===== src/rtl/bat_pkg.sv =====
package bat_pkg;

    localparam int ADDR_W = 32;
    localparam int OFS_W  = 17;
    localparam int BIX_W  = ADDR_W - OFS_W;
    localparam int MASK_W = 11;
    localparam int ATTR_W = 4;

    typedef struct packed {
        logic [BIX_W-1:0]  ebi;
        logic [3:0]        rsv;
        logic [MASK_W-1:0] len_mask;
        logic              sup_ok;
        logic              usr_ok;
    } bat_upper_t;

    typedef struct packed {
        logic wt;
        logic ci;
        logic coh;
        logic grd;
    } cache_attr_t;

    typedef enum logic [1:0] {
        PROT_NONE = 2'b00,
        PROT_RO   = 2'b01,
        PROT_RW   = 2'b10,
        PROT_RO_X = 2'b11
    } prot_t;

    typedef struct packed {
        logic [BIX_W-1:0] pbi;
        logic [8:0]       rsv_hi;
        cache_attr_t      attr;
        logic [1:0]       rsv_lo;
        prot_t            prot;
    } bat_lower_t;

    typedef enum logic [1:0] {
        ACC_LOAD  = 2'b00,
        ACC_STORE = 2'b01,
        ACC_FETCH = 2'b10,
        ACC_ALT   = 2'b11
    } acc_kind_t;

    typedef struct packed {
        logic              hit;
        logic [ADDR_W-1:0] pa;
        cache_attr_t       attr;
        logic              fault;
    } xlate_res_t;

    function automatic logic [BIX_W-1:0] widen_mask(input logic [MASK_W-1:0] m);
        return {{(BIX_W-MASK_W){1'b0}}, m};
    endfunction

    function automatic logic prot_fault(input prot_t p, input acc_kind_t k);
        case (p)
            PROT_NONE: return 1'b1;
            PROT_RW:   return 1'b0;
            default:   return (k == ACC_STORE);
        endcase
    endfunction

endpackage


===== src/rtl/bat_regfile.sv =====
module bat_regfile
    import bat_pkg::*;
#(
    parameter int NUM_ENT = 4,
    localparam int IDX_W = (NUM_ENT > 1) ? $clog2(NUM_ENT) : 1
) (
    input  logic                          clk,
    input  logic                          rst,
    input  logic                          wr_en,
    input  logic [IDX_W-1:0]              wr_idx,
    input  logic                          wr_lower,
    input  logic [ADDR_W-1:0]             wr_data,
    output bat_upper_t [NUM_ENT-1:0]      upr,
    output bat_lower_t [NUM_ENT-1:0]      lwr
);

    always_ff @(posedge clk) begin
        if (rst) begin
            for (int i = 0; i < NUM_ENT; i++) begin
                upr[i] <= '0;
                lwr[i] <= '0;
            end
        end else if (wr_en && (32'(wr_idx) < NUM_ENT)) begin
            if (wr_lower)
                lwr[wr_idx] <= bat_lower_t'(wr_data);
            else
                upr[wr_idx] <= bat_upper_t'(wr_data);
        end
    end

endmodule


===== src/rtl/bat_match.sv =====
module bat_match
    import bat_pkg::*;
(
    input  bat_upper_t       ent,
    input  logic [BIX_W-1:0] ea_bix,
    input  logic             sup,
    output logic             hit,
    output logic [BIX_W-1:0] pass_mask
);

    logic priv_ok;
    logic unused_rsv;

    assign unused_rsv = ^ent.rsv;
    assign pass_mask  = widen_mask(ent.len_mask);
    assign priv_ok    = sup ? ent.sup_ok : ent.usr_ok;
    assign hit        = priv_ok && (((ea_bix ^ ent.ebi) & ~pass_mask) == '0);

endmodule


===== src/rtl/bat_select.sv =====
module bat_select
    import bat_pkg::*;
#(
    parameter int NUM_ENT = 4
) (
    input  logic [NUM_ENT-1:0]              hit_vec,
    input  bat_lower_t [NUM_ENT-1:0]        lwr,
    input  logic [NUM_ENT-1:0][BIX_W-1:0]   pmask,
    input  logic [ADDR_W-1:0]               ea,
    input  acc_kind_t                       kind,
    output xlate_res_t                      res
);

    logic [NUM_ENT-1:0] unused_rsv;

    for (genvar g = 0; g < NUM_ENT; g++) begin : g_sink
        assign unused_rsv[g] = ^{lwr[g].rsv_hi, lwr[g].rsv_lo};
    end

    always_comb begin
        logic found;
        found = 1'b0;
        res   = '0;
        for (int i = 0; i < NUM_ENT; i++) begin
            if (!found && hit_vec[i]) begin
                found     = 1'b1;
                res.hit   = 1'b1;
                res.pa    = {(lwr[i].pbi & ~pmask[i]) | (ea[ADDR_W-1:OFS_W] & pmask[i]),
                             ea[OFS_W-1:0]};
                res.attr  = lwr[i].attr;
                if (kind == ACC_FETCH)
                    res.attr.grd = 1'b0;
                res.fault = prot_fault(lwr[i].prot, kind);
            end
        end
    end

endmodule


===== src/rtl/bat_xlate.sv =====
module bat_xlate
    import bat_pkg::*;
(
    input  logic        clk,
    input  logic        rst,
    input  logic        wr_en,
    input  logic [1:0]  wr_idx,
    input  logic        wr_lower,
    input  logic [31:0] wr_data,
    input  logic [31:0] lk_ea,
    input  logic        lk_super,
    input  logic [1:0]  lk_kind,
    output logic        res_hit,
    output logic [31:0] res_pa,
    output logic [3:0]  res_attr,
    output logic        res_fault
);

    localparam int NUM_ENT = 4;

    bat_upper_t [NUM_ENT-1:0]            upr;
    bat_lower_t [NUM_ENT-1:0]            lwr;
    logic [NUM_ENT-1:0]                  hit_vec;
    logic [NUM_ENT-1:0][BIX_W-1:0]       pmask;
    xlate_res_t                          res_d;
    xlate_res_t                          res_q;

    bat_regfile #(.NUM_ENT(NUM_ENT)) u_regs (
        .clk      (clk),
        .rst      (rst),
        .wr_en    (wr_en),
        .wr_idx   (wr_idx),
        .wr_lower (wr_lower),
        .wr_data  (wr_data),
        .upr      (upr),
        .lwr      (lwr)
    );

    for (genvar g = 0; g < NUM_ENT; g++) begin : g_ent
        bat_match u_match (
            .ent       (upr[g]),
            .ea_bix    (lk_ea[ADDR_W-1:OFS_W]),
            .sup       (lk_super),
            .hit       (hit_vec[g]),
            .pass_mask (pmask[g])
        );
    end

    bat_select #(.NUM_ENT(NUM_ENT)) u_sel (
        .hit_vec (hit_vec),
        .lwr     (lwr),
        .pmask   (pmask),
        .ea      (lk_ea),
        .kind    (acc_kind_t'(lk_kind)),
        .res     (res_d)
    );

    always_ff @(posedge clk) begin
        if (rst) res_q <= '0;
        else     res_q <= res_d;
    end

    assign res_hit   = res_q.hit;
    assign res_pa    = res_q.pa;
    assign res_attr  = res_q.attr;
    assign res_fault = res_q.fault;

endmodule


===== config.mk =====
export PLATFORM = sky130hd
export DESIGN_NAME = bat_xlate
export DESIGN_NICKNAME = d
export VERILOG_FILES = /design/src/rtl/bat_pkg.sv /design/src/rtl/bat_regfile.sv /design/src/rtl/bat_match.sv /design/src/rtl/bat_select.sv /design/src/rtl/bat_xlate.sv
export SDC_FILE = /design/constraint.sdc
export NUM_CORES = 1
export LEC_CHECK = 0
export BUFFER_PORTS_ARGS = -buffer_cell sky130_fd_sc_hd__buf_2
export CAP_MARGIN = 25
export CORE_ASPECT_RATIO = 1.1
export CORE_MARGIN = 2
export CORE_UTILIZATION = 50
export DETAILED_ROUTE_END_ITERATION = 10
export PLACE_DENSITY = 0.7
export SLEW_MARGIN = 20
export SYNTH_ARGS = -nofsm -noshare
export SYNTH_HDL_FRONTEND = slang
export SYNTH_SLANG_ARGS = --single-unit

===== constraint.sdc =====
create_clock -name clk -period 2.8 [get_ports clk]
set_input_delay 0.14 -clock clk [delete_from_list [all_inputs] [get_ports clk]]
set_output_delay 0.14 -clock clk [all_outputs]
set_load 0.005 [all_outputs]

==> results_dict.tcl <==
set metrics [dict create \
    outcome "completed" \
    ctsResizeCount 0 \
    hold_buffers 46 \
    setup_viol 0 \
    comb_power_share_pct 7.5 \
    min_path_type "input pin to flop" \
    cts.sinks 234 \
    gr-total-overflow 0 \
    avgSynthCellArea_sq_um 7.93 \
    worst_pin_slew_ps 667 \
    crit_path_start_kind "flop" \
    grt_usage_pct 28.4 \
    synthAdderAreaFrac_pct 0 \
    yosysSeqAreaShare_pct 47.1 \
    grt_max_degree 80 \
    rows 54 \
    slowest_delay_ps 490 \
    route.vias.total 9167 \
    reg2reg_depth 8 \
    drt-vias-per-instance 5.60 \
    synth_compound_area_share_pct 16.0 \
    worstPathMaxFanout 21 \
    tns_ps 0 \
    synthSimpleGateAreaFrac_pct 21.7 \
    critPathBufInv 1 \
    synth_edf_count 0 \
    yosysWarningCount 0 \
    timing.rr.end "res_attr[3]$_SDFF_PP0_" \
    dp_hpwl_mm 19.4 \
    timing_worst_setup_path_type "flop to flop" \
    synthArstFlopShare_pct 0 \
    wl_mm 30.5 \
    portBuffers 106 \
    wl_per_cell_um 18.6 \
    ant_nets 0 \
    clkLatencyLatePin_ps 510 \
    vdd_ir_drop_max_v 0.000461 \
    ys_ff_latch 234 \
    cts_tree "built" \
    place_ws_ps 356 \
    drv_slew 0 \
    worstPathCellList "xnor2_1 -> o22ai_1 -> nor4_1 -> nand3_1 -> nor4_2 -> buf_4 -> a22oi_1 -> a21oi_1" \
    rsz0062_at_grt "no" \
    drive_gt1_share_pct 16.4 \
    power_density_nw_per_um2 599 \
    p_sw_mw 1.72 \
    p_leak_nw 4.27 \
    netSwitchingFraction_pct 24.1 \
    antenna_found_initial 0 \
    core_sq_um 19700 \
    synth-xor-area-share_pct 5.59 \
    hold_violations 0 \
    min_from "wr_data[7]" \
    hold_depth 3 \
    syn_nets 1326 \
    h-tree-depth 1 \
    nets 1441 \
    synth_top_flop_cell "dfxtp_1" \
    syn_inst 1253 \
    numCtsBuffers 25 \
    grt_pass1_wl_mm 48.3 \
    ios 111 \
    holdPathEnd "u_regs.upr[103]$_SDFFE_PP0P_" \
    slew_headroom_pct 55.5 \
    start_util_pct 50.6 \
    fp.dieH_um 152 \
    ys_types 44 \
    drc_errors 0 \
    totalPowerFinal_mw 7.16 \
    power_frac_clock_pct 44.7 \
    endpoint_kind "flop" \
    n_antenna_cell 0 \
    drt-initial-drc-count 711 \
    fmax_mhz 404 \
    clockBufferDepth 3 \
    finClkSkew_ps 8.64 \
    seqPwrFrac_pct 47.9 \
    synth_top_family_by_area "simple AND/OR/NAND/NOR gates" \
    post-cts-setup-buffers 0 \
    fin_ws_ps 323 \
    die_area_sq_um 21000 \
    fillers 1770 \
    timing.rr.start "u_regs.upr[120]$_SDFFE_PP0P_" \
    clkTransAtPathRegs_ps 60 \
    gp_congestion 0.885 \
    syn_area_sq_um 9940 \
    critPathArrivalTime_ps 2890 \
    synthMuxAreaShare_pct 4.78 \
    min_period_ps 2480 \
    clockRootBuffer "clkbuf_16" \
    required_ps 3220 \
    period_share_pct 88.5 \
    r2r_slack_ps 320 \
    dr.pass1.iters 5 \
    crit_family "simple AND/OR/NAND/NOR gates" \
    intPower_mw 5.44 \
    syn2layout_area_growth_pct 20.2 \
    dieWidth_um 138 \
    first_global_vias 8866 \
    slowest_stage "nor4_1" \
    maxCapViolations 0 \
]
layer usage:
metal  up-vias  GRT usage [%]  wire length [um]
li1       4396              -                 -
met1      4338           36.0             12600
met2       359           48.5             14800
met3        74           4.19              1900
met4         0           11.9              1160
met5         -              0                 0
power by group through the flow:
stage / combinational (mW) / sequential [mW] / clock, mW
after floorplan: 0.315 / 3.49 / 0
after global routing: 0.581 / 3.43 / 3.39
after global placement: 0.474 / 3.50 / 0
after detailed placement: 0.479 / 3.50 / 0
after CTS: 0.531 / 3.43 / 3.23
final: 0.537 / 3.43 / 3.20
worst max path at each step:
stage                                   endpoint  cells past startpoint                         start
final                     res_attr[3]$_SDFF_PP0_                      8  u_regs.upr[120]$_SDFFE_PP0P_
after global placement    res_attr[0]$_SDFF_PP0_                     10                     lk_ea[18]
after floorplan            res_pa[23]$_SDFF_PP0_                      8   u_regs.upr[21]$_SDFFE_PP0P_
after CTS                 res_attr[0]$_SDFF_PP0_                      9   u_regs.upr[27]$_SDFFE_PP0P_
after global routing       res_pa[14]$_SDFF_PP0_                      8   u_regs.upr[19]$_SDFFE_PP0P_
after detailed placement  res_attr[0]$_SDFF_PP0_                     10                     lk_ea[27]
cells by family after synthesis:
logic type,count (synthesis)
and+or+nand+nor,520
AOI/OAI and AO/OA,287
xor gates and xnor gates,60
buffers and inverters,107
DFF,234
muxes,45
worst reg2reg max path, cell delays in order, from the launching register on:
cell     delay [ps]
dfxtp_1         320
xnor2_1         150
o22ai_1         130
nor4_1          490
nand3_1         250
nor4_2          290
buf_4           390
a22oi_1         130
a21oi_1         240
layout by cell type, fill, tap and decap left out, types with 8 or more instances in the layout:
| cell | instances |
|---|---|
| a21oi_1 | 218 |
| mux2i_1 | 25 |
| nor2_1 | 14 |
| mux2_2 | 20 |
| clkbuf_16 | 25 |
| and2_1 | 19 |
| buf_2 | 105 |
| nand2_1 | 422 |
| o2111ai_1 | 8 |
| xnor2_1 | 48 |
| nand2b_1 | 12 |
| buf_4 | 39 |
| nand3_1 | 14 |
| dfxtp_1 | 234 |
| xor2_1 | 8 |
| o31ai_1 | 10 |
| o22ai_1 | 29 |
| dlygate4sd3_1 | 46 |
registers in the layout, indices dropped and copies added, names as in the netlist:
signal,count
u_regs.upr,112
u_regs.lwr,84
res_pa,32
res_attr,4
res_fault,1
res_hit,1
Yosys cell counts (12+ instances only):
cell type  instances  area, sq um
nand3_1           14         70.1
nand2b_1          12         75.1
nand2_1          422         1580
o22ai_1           29          181
dfxtp_1          234         4680
and2_1            19          119
mux2_2            20          225
mux2i_1           25          250
nor2_1            17         63.8
buf_2             17         85.1
xnor2_1           48          420
clkbuf_2          19         95.1
clkbuf_1          58          218
a21oi_1          218         1090
final cells by class:
cell class | instances | area (sq um) | share of cell area [%]
well taps | 252 | 315 | 2.64
clock buffers | 32 | 692 | 5.79
repair buffers | 193 | 1330 | 11.1
flip-flops and latches | 234 | 4680 | 39.2
clock inverters | 13 | 105 | 0.879
multi-input cells | 912 | 4820 | 40.3
inverters | 2 | 7.51 | 0.0628
stage by stage:
step | cells | instance area, sq um | utilization, % | hold slack (ps)
global route | 1638 | 12000 | 60.8 | 28.3
detailed placement | 1547 | 10700 | 54.4 | 344
finish | 1638 | 12000 | 60.8 | 43.0
floorplan | 1253 | 9940 | - | 228
global placement | 1547 | 10700 | 54.4 | 342
CTS | 1638 | 12000 | 60.8 | 17.9
(Power assumes the default switching activity.)
